File: config.mk
export PLATFORM = sky130hd
export DESIGN_NAME = video_input_selector
export DESIGN_NICKNAME = d
export VERILOG_FILES = /design/src/rtl/video_input_selector.sv
export SDC_FILE = /design/constraint.sdc
export NUM_CORES = 1
export LEC_CHECK = 0
export ABC_AREA = 0
export CAP_MARGIN = 20
export CORE_UTILIZATION = 50
export CTS_CLUSTER_SIZE = 14
export DETAILED_ROUTE_END_ITERATION = 6
export MAX_ROUTING_LAYER = met4
export PLACE_DENSITY_LB_ADDON = 0.12
export SLEW_MARGIN = 20
export SYNTH_ARGS = -nofsm -noshare
export SYNTH_HDL_FRONTEND = slang
export SYNTH_SLANG_ARGS = --single-unit
File: constraint.sdc
create_clock -name clk -period 4.2 [get_ports clk]
set_input_delay 0.84 -clock clk [delete_from_list [all_inputs] [get_ports clk]]
set_output_delay 0.84 -clock clk [all_outputs]
set_load 0.005 [all_outputs]
File: src/rtl/video_input_selector.sv
module video_input_selector #(
  parameter int LINE_BYTES = 1440,
  parameter int DLY_W      = 8
) (
  input  logic             clk,
  input  logic             rst_n,
  input  logic             cfg_fall_edge,
  input  logic             cfg_vid_sel,
  input  logic             cfg_ovl_sel,
  input  logic             cfg_prim_embedded,
  input  logic [DLY_W-1:0] cfg_act_delay,
  input  logic [7:0]       prim_data,
  input  logic             prim_hs_n,
  input  logic             prim_vs_n,
  input  logic [7:0]       bcast_data,
  input  logic             bcast_hs_n,
  input  logic             bcast_vs_n,
  input  logic [7:0]       osd_data,
  input  logic             osd_hs_n,
  input  logic             osd_vs_n,
  output logic [7:0]       vid_data,
  output logic             vid_valid,
  output logic [1:0]       vid_phase,
  output logic             vid_sol,
  output logic             vid_vblank,
  output logic             vid_field,
  output logic [7:0]       ovl_data,
  output logic             ovl_valid,
  output logic [1:0]       ovl_phase,
  output logic             ovl_sol,
  output logic             ovl_vblank,
  output logic             ovl_field
);

  localparam int LW = $clog2(LINE_BYTES + 1);
  localparam int CW = ((DLY_W > LW) ? DLY_W : LW) + 1;
  localparam logic [CW-1:0] LINE_CW = CW'(LINE_BYTES);
  localparam logic [1:0] PH_CB = 2'd0;
  localparam logic [1:0] PH_Y  = 2'd1;
  localparam logic [1:0] PH_CR = 2'd2;
  localparam logic [29:0] CAP_RST = {3{8'h00, 2'b11}};

  function automatic logic [1:0] tag_of(input logic [1:0] n);
    return (n == 2'd0) ? PH_CB : (n[0] ? PH_Y : PH_CR);
  endfunction

  // Input capture: both edges sampled, cfg picks which one feeds the pipeline
  logic [29:0] raw, neg_q, cap;
  assign raw = {osd_data, osd_hs_n, osd_vs_n,
                bcast_data, bcast_hs_n, bcast_vs_n,
                prim_data, prim_hs_n, prim_vs_n};

  always_ff @(negedge clk or negedge rst_n)
    if (!rst_n) neg_q <= CAP_RST;
    else        neg_q <= raw;

  always_ff @(posedge clk or negedge rst_n)
    if (!rst_n) cap <= CAP_RST;
    else        cap <= cfg_fall_edge ? neg_q : raw;

  logic [CW-1:0] dly_ext;
  assign dly_ext = {{(CW-DLY_W){1'b0}}, cfg_act_delay};

  // Strobe-timed engines: 0 primary, 1 broadcast, 2 overlay
  for (genvar g = 0; g < 3; g++) begin : g_strobe
    logic [7:0]    o_data;
    logic          o_valid, o_sol, o_vb;
    logic [1:0]    o_phase;
    logic          hs_q, run, fall, act;
    logic [CW-1:0] cnt, k, rel;

    assign fall = hs_q & ~cap[g*10+1];
    assign k    = fall ? '0 : cnt;
    assign rel  = k - dly_ext;
    assign act  = (fall | run) && (k >= dly_ext) && (rel < LINE_CW);

    always_ff @(posedge clk or negedge rst_n)
      if (!rst_n) begin
        hs_q <= 1'b1; run <= 1'b0; cnt <= '0;
        o_data <= '0; o_valid <= 1'b0; o_sol <= 1'b0; o_vb <= 1'b0; o_phase <= PH_CB;
      end else begin
        hs_q <= cap[g*10+1];
        if (fall) begin
          run <= 1'b1;
          cnt <= CW'(1);
        end else if (run && cnt != '1) begin
          cnt <= cnt + 1'b1;
        end
        o_data  <= cap[g*10+2 +: 8];
        o_valid <= act;
        o_sol   <= act && (rel == '0);
        o_phase <= tag_of(rel[1:0]);
        o_vb    <= ~cap[g*10];
      end


    strobe_phase_chk: assert property (@(posedge clk) disable iff (!rst_n)
      (o_valid && $past(o_valid) && $past(o_phase) == PH_CB) |-> o_phase == PH_Y);
  end

  // Embedded-code decoder on the primary port
  logic [7:0] w1, w2, w3;
  logic       e_act, e_pend, e_f, e_v;
  logic [1:0] e_skip, e_ph;
  logic [7:0] e_data;
  logic       e_valid, e_sol, e_vb, e_fld;
  logic [1:0] e_phase;
  logic [7:0] pd;
  logic       code_pre, prot_ok, code_hit, eav_hit, sav_hit, e_go, slot_on;

  assign pd       = cap[9:2];
  assign code_pre = (w3 == 8'hFF) && (w2 == 8'h00) && (w1 == 8'h00) && pd[7];
  assign prot_ok  = pd[3:0] == {pd[5]^pd[4], pd[6]^pd[4], pd[6]^pd[5], pd[6]^pd[5]^pd[4]};
  assign code_hit = code_pre & prot_ok;
  assign eav_hit  = code_hit & pd[4];
  assign sav_hit  = code_hit & ~pd[4];
  assign e_go     = e_pend && (e_skip == 2'd0);
  assign slot_on  = (e_act | e_go) & ~code_hit;

  always_ff @(posedge clk or negedge rst_n)
    if (!rst_n) begin
      w1 <= '0; w2 <= '0; w3 <= '0;
      e_act <= 1'b0; e_pend <= 1'b0; e_skip <= '0; e_ph <= '0;
      e_f <= 1'b0; e_v <= 1'b0;
      e_data <= '0; e_valid <= 1'b0; e_sol <= 1'b0; e_vb <= 1'b0; e_fld <= 1'b0;
      e_phase <= PH_CB;
    end else begin
      w1 <= pd; w2 <= w1; w3 <= w2;
      if (eav_hit) begin
        e_act  <= 1'b0;
        e_pend <= 1'b0;
      end else if (sav_hit) begin
        e_act  <= 1'b0;
        e_pend <= ~pd[5];
        e_skip <= 2'd3;
        e_ph   <= 2'd0;
      end else begin
        if (e_go) begin
          e_act  <= 1'b1;
          e_pend <= 1'b0;
        end else if (e_pend) begin
          e_skip <= e_skip - 1'b1;
        end
        if (slot_on) e_ph <= e_ph + 1'b1;
      end
      if (code_hit) begin
        e_f <= pd[6];
        e_v <= pd[5];
      end
      e_data  <= w3;
      e_valid <= slot_on;
      e_sol   <= slot_on & ~e_act;
      e_phase <= tag_of(e_ph);
      e_vb    <= e_v;
      e_fld   <= e_f;
    end


  eav_close_chk: assert property (@(posedge clk) disable iff (!rst_n)
    eav_hit |=> (!e_valid && !e_act && !e_pend));

  bad_prot_chk: assert property (@(posedge clk) disable iff (!rst_n)
    (code_pre && !prot_ok && !e_pend && !e_act) |=> (!e_pend && !e_act));

  vblank_sav_chk: assert property (@(posedge clk) disable iff (!rst_n)
    (sav_hit && pd[5]) |=> (!e_pend && !e_act));

  emb_phase_chk: assert property (@(posedge clk) disable iff (!rst_n)
    (e_valid && $past(e_valid) && $past(e_phase) == PH_CB) |-> e_phase == PH_Y);

  // Primary source and path routing
  logic [7:0] p_data;
  logic       p_valid, p_sol, p_vb, p_fld;
  logic [1:0] p_phase;

  assign p_data  = cfg_prim_embedded ? e_data  : g_strobe[0].o_data;
  assign p_valid = cfg_prim_embedded ? e_valid : g_strobe[0].o_valid;
  assign p_sol   = cfg_prim_embedded ? e_sol   : g_strobe[0].o_sol;
  assign p_phase = cfg_prim_embedded ? e_phase : g_strobe[0].o_phase;
  assign p_vb    = cfg_prim_embedded ? e_vb    : g_strobe[0].o_vb;
  assign p_fld   = cfg_prim_embedded & e_fld;

  assign vid_data   = cfg_vid_sel ? g_strobe[1].o_data  : p_data;
  assign vid_valid  = cfg_vid_sel ? g_strobe[1].o_valid : p_valid;
  assign vid_sol    = cfg_vid_sel ? g_strobe[1].o_sol   : p_sol;
  assign vid_phase  = cfg_vid_sel ? g_strobe[1].o_phase : p_phase;
  assign vid_vblank = cfg_vid_sel ? g_strobe[1].o_vb    : p_vb;
  assign vid_field  = cfg_vid_sel ? 1'b0                : p_fld;

  assign ovl_data   = cfg_ovl_sel ? g_strobe[2].o_data  : p_data;
  assign ovl_valid  = cfg_ovl_sel ? g_strobe[2].o_valid : p_valid;
  assign ovl_sol    = cfg_ovl_sel ? g_strobe[2].o_sol   : p_sol;
  assign ovl_phase  = cfg_ovl_sel ? g_strobe[2].o_phase : p_phase;
  assign ovl_vblank = cfg_ovl_sel ? g_strobe[2].o_vb    : p_vb;
  assign ovl_field  = cfg_ovl_sel ? 1'b0                : p_fld;


  vid_sol_chk: assert property (@(posedge clk) disable iff (!rst_n)
    vid_sol |-> (vid_valid && vid_phase == PH_CB));

  ovl_sol_chk: assert property (@(posedge clk) disable iff (!rst_n)
    ovl_sol |-> (ovl_valid && ovl_phase == PH_CB));

endmodule

## After elaboration in Yosys (flattened, before gate mapping)

Cells that the tools add are included.

- Bitwise logic cells: 28
- Reductions and logical operators: 34
- Mux-type cells: 46
- Order comparisons: 6
- $add $sub $neg: 8
- Equal/unequal tests: 6

Operators with widths:

| cell | number |
|---|---|
| two-way mux 12 bit | 9 |
| adder 12 x 1 -> 12 bit (second input constant) | 3 |
| >= comparator 12 x 8 -> 1 bit | 3 |
| zero test 12 bit | 3 |
| < comparator 12 x 11 -> 1 bit (second input constant) | 3 |
| != test 12 bit (second input constant) | 3 |
| subtractor 12 x 8 -> 12 bit | 3 |
| two-way mux 2 bit | 16 |
| two-way mux 30 bit | 1 |
| two-way mux 8 bit | 3 |
| two-way mux 1 bit | 17 |
| logical AND 1 bit | 16 |
| zero test 8 bit | 2 |
| NOT 1 bit | 11 |
| zero test 2 bit | 5 |
| nonzero test 2 bit | 5 |
| bitwise AND 1 bit | 9 |
| equality test 8 bit (second input constant) | 1 |
| equality test 4 bit | 1 |
| OR 1 bit | 4 |
| XOR 1 bit | 4 |
| AND reduction 3 bit | 1 |
| nonzero test 3 bit | 1 |
| adder 2 x 1 -> 2 bit (second input constant) | 1 |
| other kinds (3) | 3 |

- Output and inout port bits: 28
- Input bits: 44
- Register bits after elaboration: 179
- Word-level logic and storage cells: 168

## Depth between registers and ports, before layout

Gate-level depths: netlist of the first run.

- Depth after elaboration: 9
- Mapped depth: 12
- Mapped depth without buffers: 10

==> results of run 1 <==
-- cells in the mapped netlist, drive strengths merged (8+ instances only) --
| cell | instances |
|---|---|
| a21oi | 24 |
| and2 | 23 |
| clkbuf | 17 |
| dfrtn | 24 |
| dfrtp | 140 |
| dfstp | 15 |
| ha | 33 |
| inv | 35 |
| mux2 | 72 |
| nand2 | 43 |
| nand2b | 8 |
| nand3 | 27 |
| nand4 | 15 |
| nor2 | 68 |
| nor2b | 12 |
| nor3 | 18 |
| nor4 | 12 |
| o21a | 9 |
| o21ai | 21 |
| xnor2 | 15 |
| xor2 | 30 |
-- critical path, stage by stage --
cell and delay (ns):
clkdlybuf4s50_1 0.60, buf_4 0.28, mux2_2 0.39, mux2_2 0.27, clkdlybuf4s50_1 0.46
-- registers in the layout, indices dropped and copies added, names as in the netlist, 2 cells and up --
signal and count:
w3 8, w2 8, g_strobe.o_phase 6, cap 30, g_strobe.cnt 36, g_strobe.o_data 16
neg_q 30, e_ph 2, g_strobe.hs_q 3, g_strobe.o_sol 3, e_data 8, w1 8
e_skip 2, g_strobe.o_valid 3, g_strobe.run 3, e_phase 2, g_strobe.o_vb 3
-- power groups by stage --
stage               Combinational [uW]  Clock [uW]  Sequential (uW)
CTS                                846        1810             1990
finish                             843        1780             1990
detailed placement                 837        10.3             2020
floorplan                          563        10.3             1970
global placement                   810        10.3             2010
global route                       939        1890             2000
-- final cells by class --
class	count	area (um^2)	share of cell area
Antenna cell	1	2.50	0.000247
Clock buffer	20	478	0.0472
Clock inverter	18	213	0.0210
Inverter	34	128	0.0126
Multi-Input combinational cell	519	3760	0.371
Sequential cell	179	4500	0.444
Tap cell	220	275	0.0272
Timing Repair Buffer	80	779	0.0769
-- routing by layer --
| metal | GRT usage | routed length, um | up-vias |
|---|---|---|---|
| met4 | 0.0683 | 214 | 0 |
| met1 | 0.341 | 9250 | 3011 |
| li1 | - | - | 2826 |
| met2 | 0.353 | 8940 | 139 |
| met3 | 0.0427 | 709 | 17 |
| met5 | - | 0 | - |
-- how the worst max path moves through the flow --
stage,startpoint,cells past startpoint,end
2_1_floorplan,bcast_data[0],0,neg_q[12]
3_3_place_gp,cfg_prim_embedded,5,vid_data[2]
3_5_place_dp,cfg_prim_embedded,5,ovl_data[3]
4_1_cts,cfg_prim_embedded,5,ovl_data[4]
5_1_grt,cfg_prim_embedded,5,ovl_data[3]
6_report,cfg_prim_embedded,5,ovl_data[4]
-- metrics by stage --
step | hold slack, ns | util | area, um^2
2_1_floorplan | 0.331 | - | 8480
3_3_place_gp | 0.333 | 0.570 | 9450
3_5_place_dp | 0.335 | 0.570 | 9450
4_1_cts | 0.351 | 0.611 | 10100
5_1_grt | 0.359 | 0.611 | 10100
6_report | 0.350 | 0.611 | 10100
-- logic make-up (layout without fill, tap and decap cells) --
| family | count (synthesis) | after routing | synth area share |
|---|---|---|---|
| mux | 78 | 78 | 0.103 |
| compound gates | 109 | 109 | 0.0943 |
| xor+xnor | 45 | 45 | 0.0465 |
| fa+ha+maj | 33 | 33 | 0.0487 |
| flops | 179 | 179 | 0.530 |
| other cells | 0 | 1 | 0 |
| buf+inv | 56 | 152 | 0.0261 |
| simple gates | 254 | 254 | 0.151 |
==> metrics.txt, run 1 <==
H-tree Lvls=4; placed cell count=slightly above 1000; worst-path maximum fanout=10; post-synthesis async set-or-reset flop share=1.00; first-pass GRT wire length=31400 um; Power Internal=3350 uW; Die X=around 130 um; router iterations before antenna repair=4; Clk Latency, worst-skew pair=0.46 ns; Syn-to-layout area delta=19.5%; share of layout cells above drive strength 1=0.161; EDFF count, synth=0; worst slew pin tran=0.857 ns; top cell type by total area after synthesis=dfrtp_1; Hold Path Origin=cap[15]; Chip Height=132 um; vias in the first global route=roughly 6000; Flop pwr share=0.431; endpoints failing setup=0; share of power burned in the clock network=0.386; CTS Buf Count=17; start of the worst register-to-register path=cap[21]; initial antenna violation count=1; Switching Share=0.272; Initial Utilization=0.511; fin crit period=~3.7 ns; area of the core=0.0166 mm^2; DRC=0; fmax=between 200 and 300 MHz; Distinct cells, synth=67; CTS tree=done; die area=approximately 0.017 mm^2; Root Buffer=clkbuf_16; Pwr Density=455 mW/mm^2; pre-CTS WS=between 0.5 and 0.6 ns; Final ANT Viol Nets=0; synth top area cells=dfrtp_1 41%, mux2_2 9.3%, dfrtn_1 7.1%; synthesized area=0.00848 mm^2; CTS sink count=179; HPWL Detailed=13800 um; Layout Skew=~0.040 ns; via-per-instance ratio=5.60; Final period util=0.877; R2R cell count=10; largest net degree at the start of global routing=between 60 and 70; clk buf depth=2; Pwr Total=4610 uW; PortBufs=a little over 70; most frequent cells in the layout=140 x dfrtp_1, 70 x mux2_2, 70 x clkdlybuf4s50_1, 68 x nor2_1, 43 x nand2_1; commonest non-fill, non-tap cell in the layout=dfrtp_1; top_reg_cell synth=dfrtp_1; Final Hold Violating Endpoints=0; Leak=0.00455 uW; Startpoint Class=input pin; CP required=3.36 ns; final wirelength=19100 um; Fillers=about 1400; Post-CTS Hold Buffers=0; Max-slew headroom=0.428; Post-CTS Resized=0; proportion of power drawn by combinational gates=0.183; reg2reg setup slack=0.99 ns; Setup TNS=0 ns; Critical Path Sink Type=output pin; Worst VDD drop=between 0.4 and 0.5 mV; synth warn=0; Arrival @ worst endpoint=2.84 ns; CP Class=in -> out; Worst Hold Depth=0; Final Net Count=914; Ports=72; Final GP Congestion=a little under 0.9; WHS Endpoint=g_strobe[1].o_data[3]; DR WL/cell=17.9 um; number of max-cap violations=0; syn avg cell area=11.2 um^2; Post-CTS Setup Repair Bufs=0; via count=5993; syn nets=831; # rows=47; post-route setup slack=approximately 0.52 ns; grt total ovfl=0; outcome=complete, no violations; class of the worst hold path=reg -> reg; First DRT Iteration DRCs=286; GRT Overall Usage=0.240; Layout Cells excl Fill=1071; Psw=1260 uW; RR Endpoint=g_strobe[2].o_sol; post-synth top area share=0.413; Slew Viols, Final=0; RSZ-0062 raised after global routing=no; Yosys reg bits=roughly 180; Gate Count Post-Synth=754; Clock transition at path regs=~0.07 ns; post-synthesis sequential area ratio=0.530
No activity file was read; power rests on OpenSTA's default activity.
==> run 2: changes to the inputs <==
Settings changed: CORE_UTILIZATION 50 to 46.
==> run 2 against run 1 <==
Combinational power is 0.8% higher. Clock power shrank 8%. Register-to-register slack worse by 0.06 ns. Global-route usage decreased by 2.3 points. Total power is 3.3% lower. Worst setup slack improved by 0.16 ns. Via count fell by 2.0%. First-iteration DRC count up 4.5%. Critical path depth unchanged. Count of clock-buffer cells in the layout down 2. Routed wire length is 4.6% lower. Critical path type unchanged. Critical endpoint is now ovl_valid.
==> metrics.txt, run 2 (same netlist as run 1, synthesis figures left out) <==
Arrival @ worst endpoint=2.68 ns; Worst VDD drop=0.330 mV; Final period util=0.839; Pwr Density=440 mW/mm^2; Slew Viols, Final=0; endpoints failing setup=0; max reg flops=36; met2 wire length=8930 um; First DRT Iteration DRCs=299; Syn-to-layout area delta=19.4%; die area=~0.019 mm^2; fmax=284 MHz; Initial Utilization=0.471; Post-CTS Resized=0; Die X=around 140 um; Leak=0.00455 uW; grt total ovfl=0; final wirelength=roughly 18000 um; Clk Latency, worst-skew pair=0.43 ns; worst slew pin tran=just over 0.9 ns; Final Net Count=916; Root Buffer=clkbuf_16; # diodes=0; share of layout cells above drive strength 1=0.163; Max-slew headroom=0.386; placed inst area=0.00950 mm^2; number of max-cap violations=0; area of the core=0.0180 mm^2; CTS sink count=about 180; Clock transition at path regs=0.07 ns; most frequent cells in the layout=140 x dfrtp_1, 70 x mux2_2, 70 x clkdlybuf4s50_1, 68 x nor2_1, 43 x nand2_1; Setup TNS=0 ns; Critical Path Sink Type=output pin; Layout Skew=0.0291 ns; router iterations before antenna repair=5; Startpoint Class=input pin; CTS Buf Count=17; Fillers=~1500; H-tree Lvls=4; Most flops, register=g_strobe.cnt; multi-input logic area=approximately 0.0038 mm^2; CP Class=in -> out; Final ANT Viol Nets=0; commonest non-fill, non-tap cell in the layout=dfrtp_1; RSZ-0062 raised after global routing=no; DRC=0; via count=5874; DRT met1 WL=8290 um; Post-CTS Hold Buffers=0; CTS tree=done; met3 routed WL=766 um; CP required=3.36 ns; # rows=49; Chip Height=approximately 140 um; HPWL Detailed=13500 um; largest net degree at the start of global routing=43; vias in the first global route=approximately 6000; Final GP Congestion=0.887; Ports=72; DR WL/cell=16.9 um; biggest regs=g_strobe.cnt: 36 flops, cap: 30 flops, neg_q: 30 flops; initial antenna violation count=0; fin crit period=3.52 ns; first-pass GRT wire length=30500 um; final std cell area, no fill=0.0101 mm^2; Post-CTS Setup Repair Bufs=0; worst-path maximum fanout=14; outcome=complete, no violations; max layer used=met4; clk buf depth=2; FF+latch area=0.00450 mm^2; class of the worst hold path=in -> async; PortBufs=slightly above 70; via-per-instance ratio=~5.4; Final Hold Violating Endpoints=0; GRT Overall Usage=0.217
-- run 2: final timing paths --
path                              startpoint               endpoint  slack, ns  cells after the start
setup / recovery           cfg_prim_embedded              ovl_valid       0.68                      5
min in group clk                     cap[23]  g_strobe[2].o_data[1]       0.35                      0
hold reg to reg                      cap[23]  g_strobe[2].o_data[1]       0.35                      0
setup reg to reg                     cap[11]    g_strobe[1].o_valid       0.93                     10
max in group asynchronous              rst_n              neg_q[21]       1.30                      2
hold / removal                         rst_n     g_strobe[2].cnt[6]       0.28                      1
-- run 2: layer usage --
| layer | GRT usage | up-vias |
|---|---|---|
| met3 | 0.0386 | 22 |
| met2 | 0.348 | 155 |
| met4 | 0.0658 | 0 |
| met1 | 0.280 | 2852 |
| li1 | - | 2845 |
| met5 | - | - |
-- run 2: worst max-delay path, cell delays in order --
cell and delay [ns]:
clkdlybuf4s50_1 0.46, buf_4 0.24, mux2_2 0.40, mux2_2 0.29, clkdlybuf4s50_1 0.46
-- run 2: power breakdown --
| part | internal, uW | total (uW) | leakage (uW) | switching [uW] |
|---|---|---|---|---|
| sequential | 1870 | 1980 | 0.00218 | 103 |
| clock | 891 | 1630 | 0.000333 | 737 |
| combinational | 398 | 850 | 0.00204 | 452 |
-- run 2: through the flow --
stage,instances,setup slack [ns],hold slack (ns),util,total power [uW]
floorplan,754,1.12,0.331,-,2550
global placement,1044,0.672,0.331,0.527,2830
detailed placement,1044,0.643,0.337,0.527,2860
CTS,1081,0.671,0.276,0.562,4510
global route,1081,0.631,0.280,0.562,4690
finish,1081,0.676,0.277,0.562,4460
-- run 2: layout make-up --
class                   count  share of cell area
repair buffers             82              0.0809
clock inverters            20              0.0180
multi-input cells         519               0.372
well taps                 229              0.0283
flip-flops and latches    179               0.444
clock buffers              18              0.0445
inverters                  34              0.0126
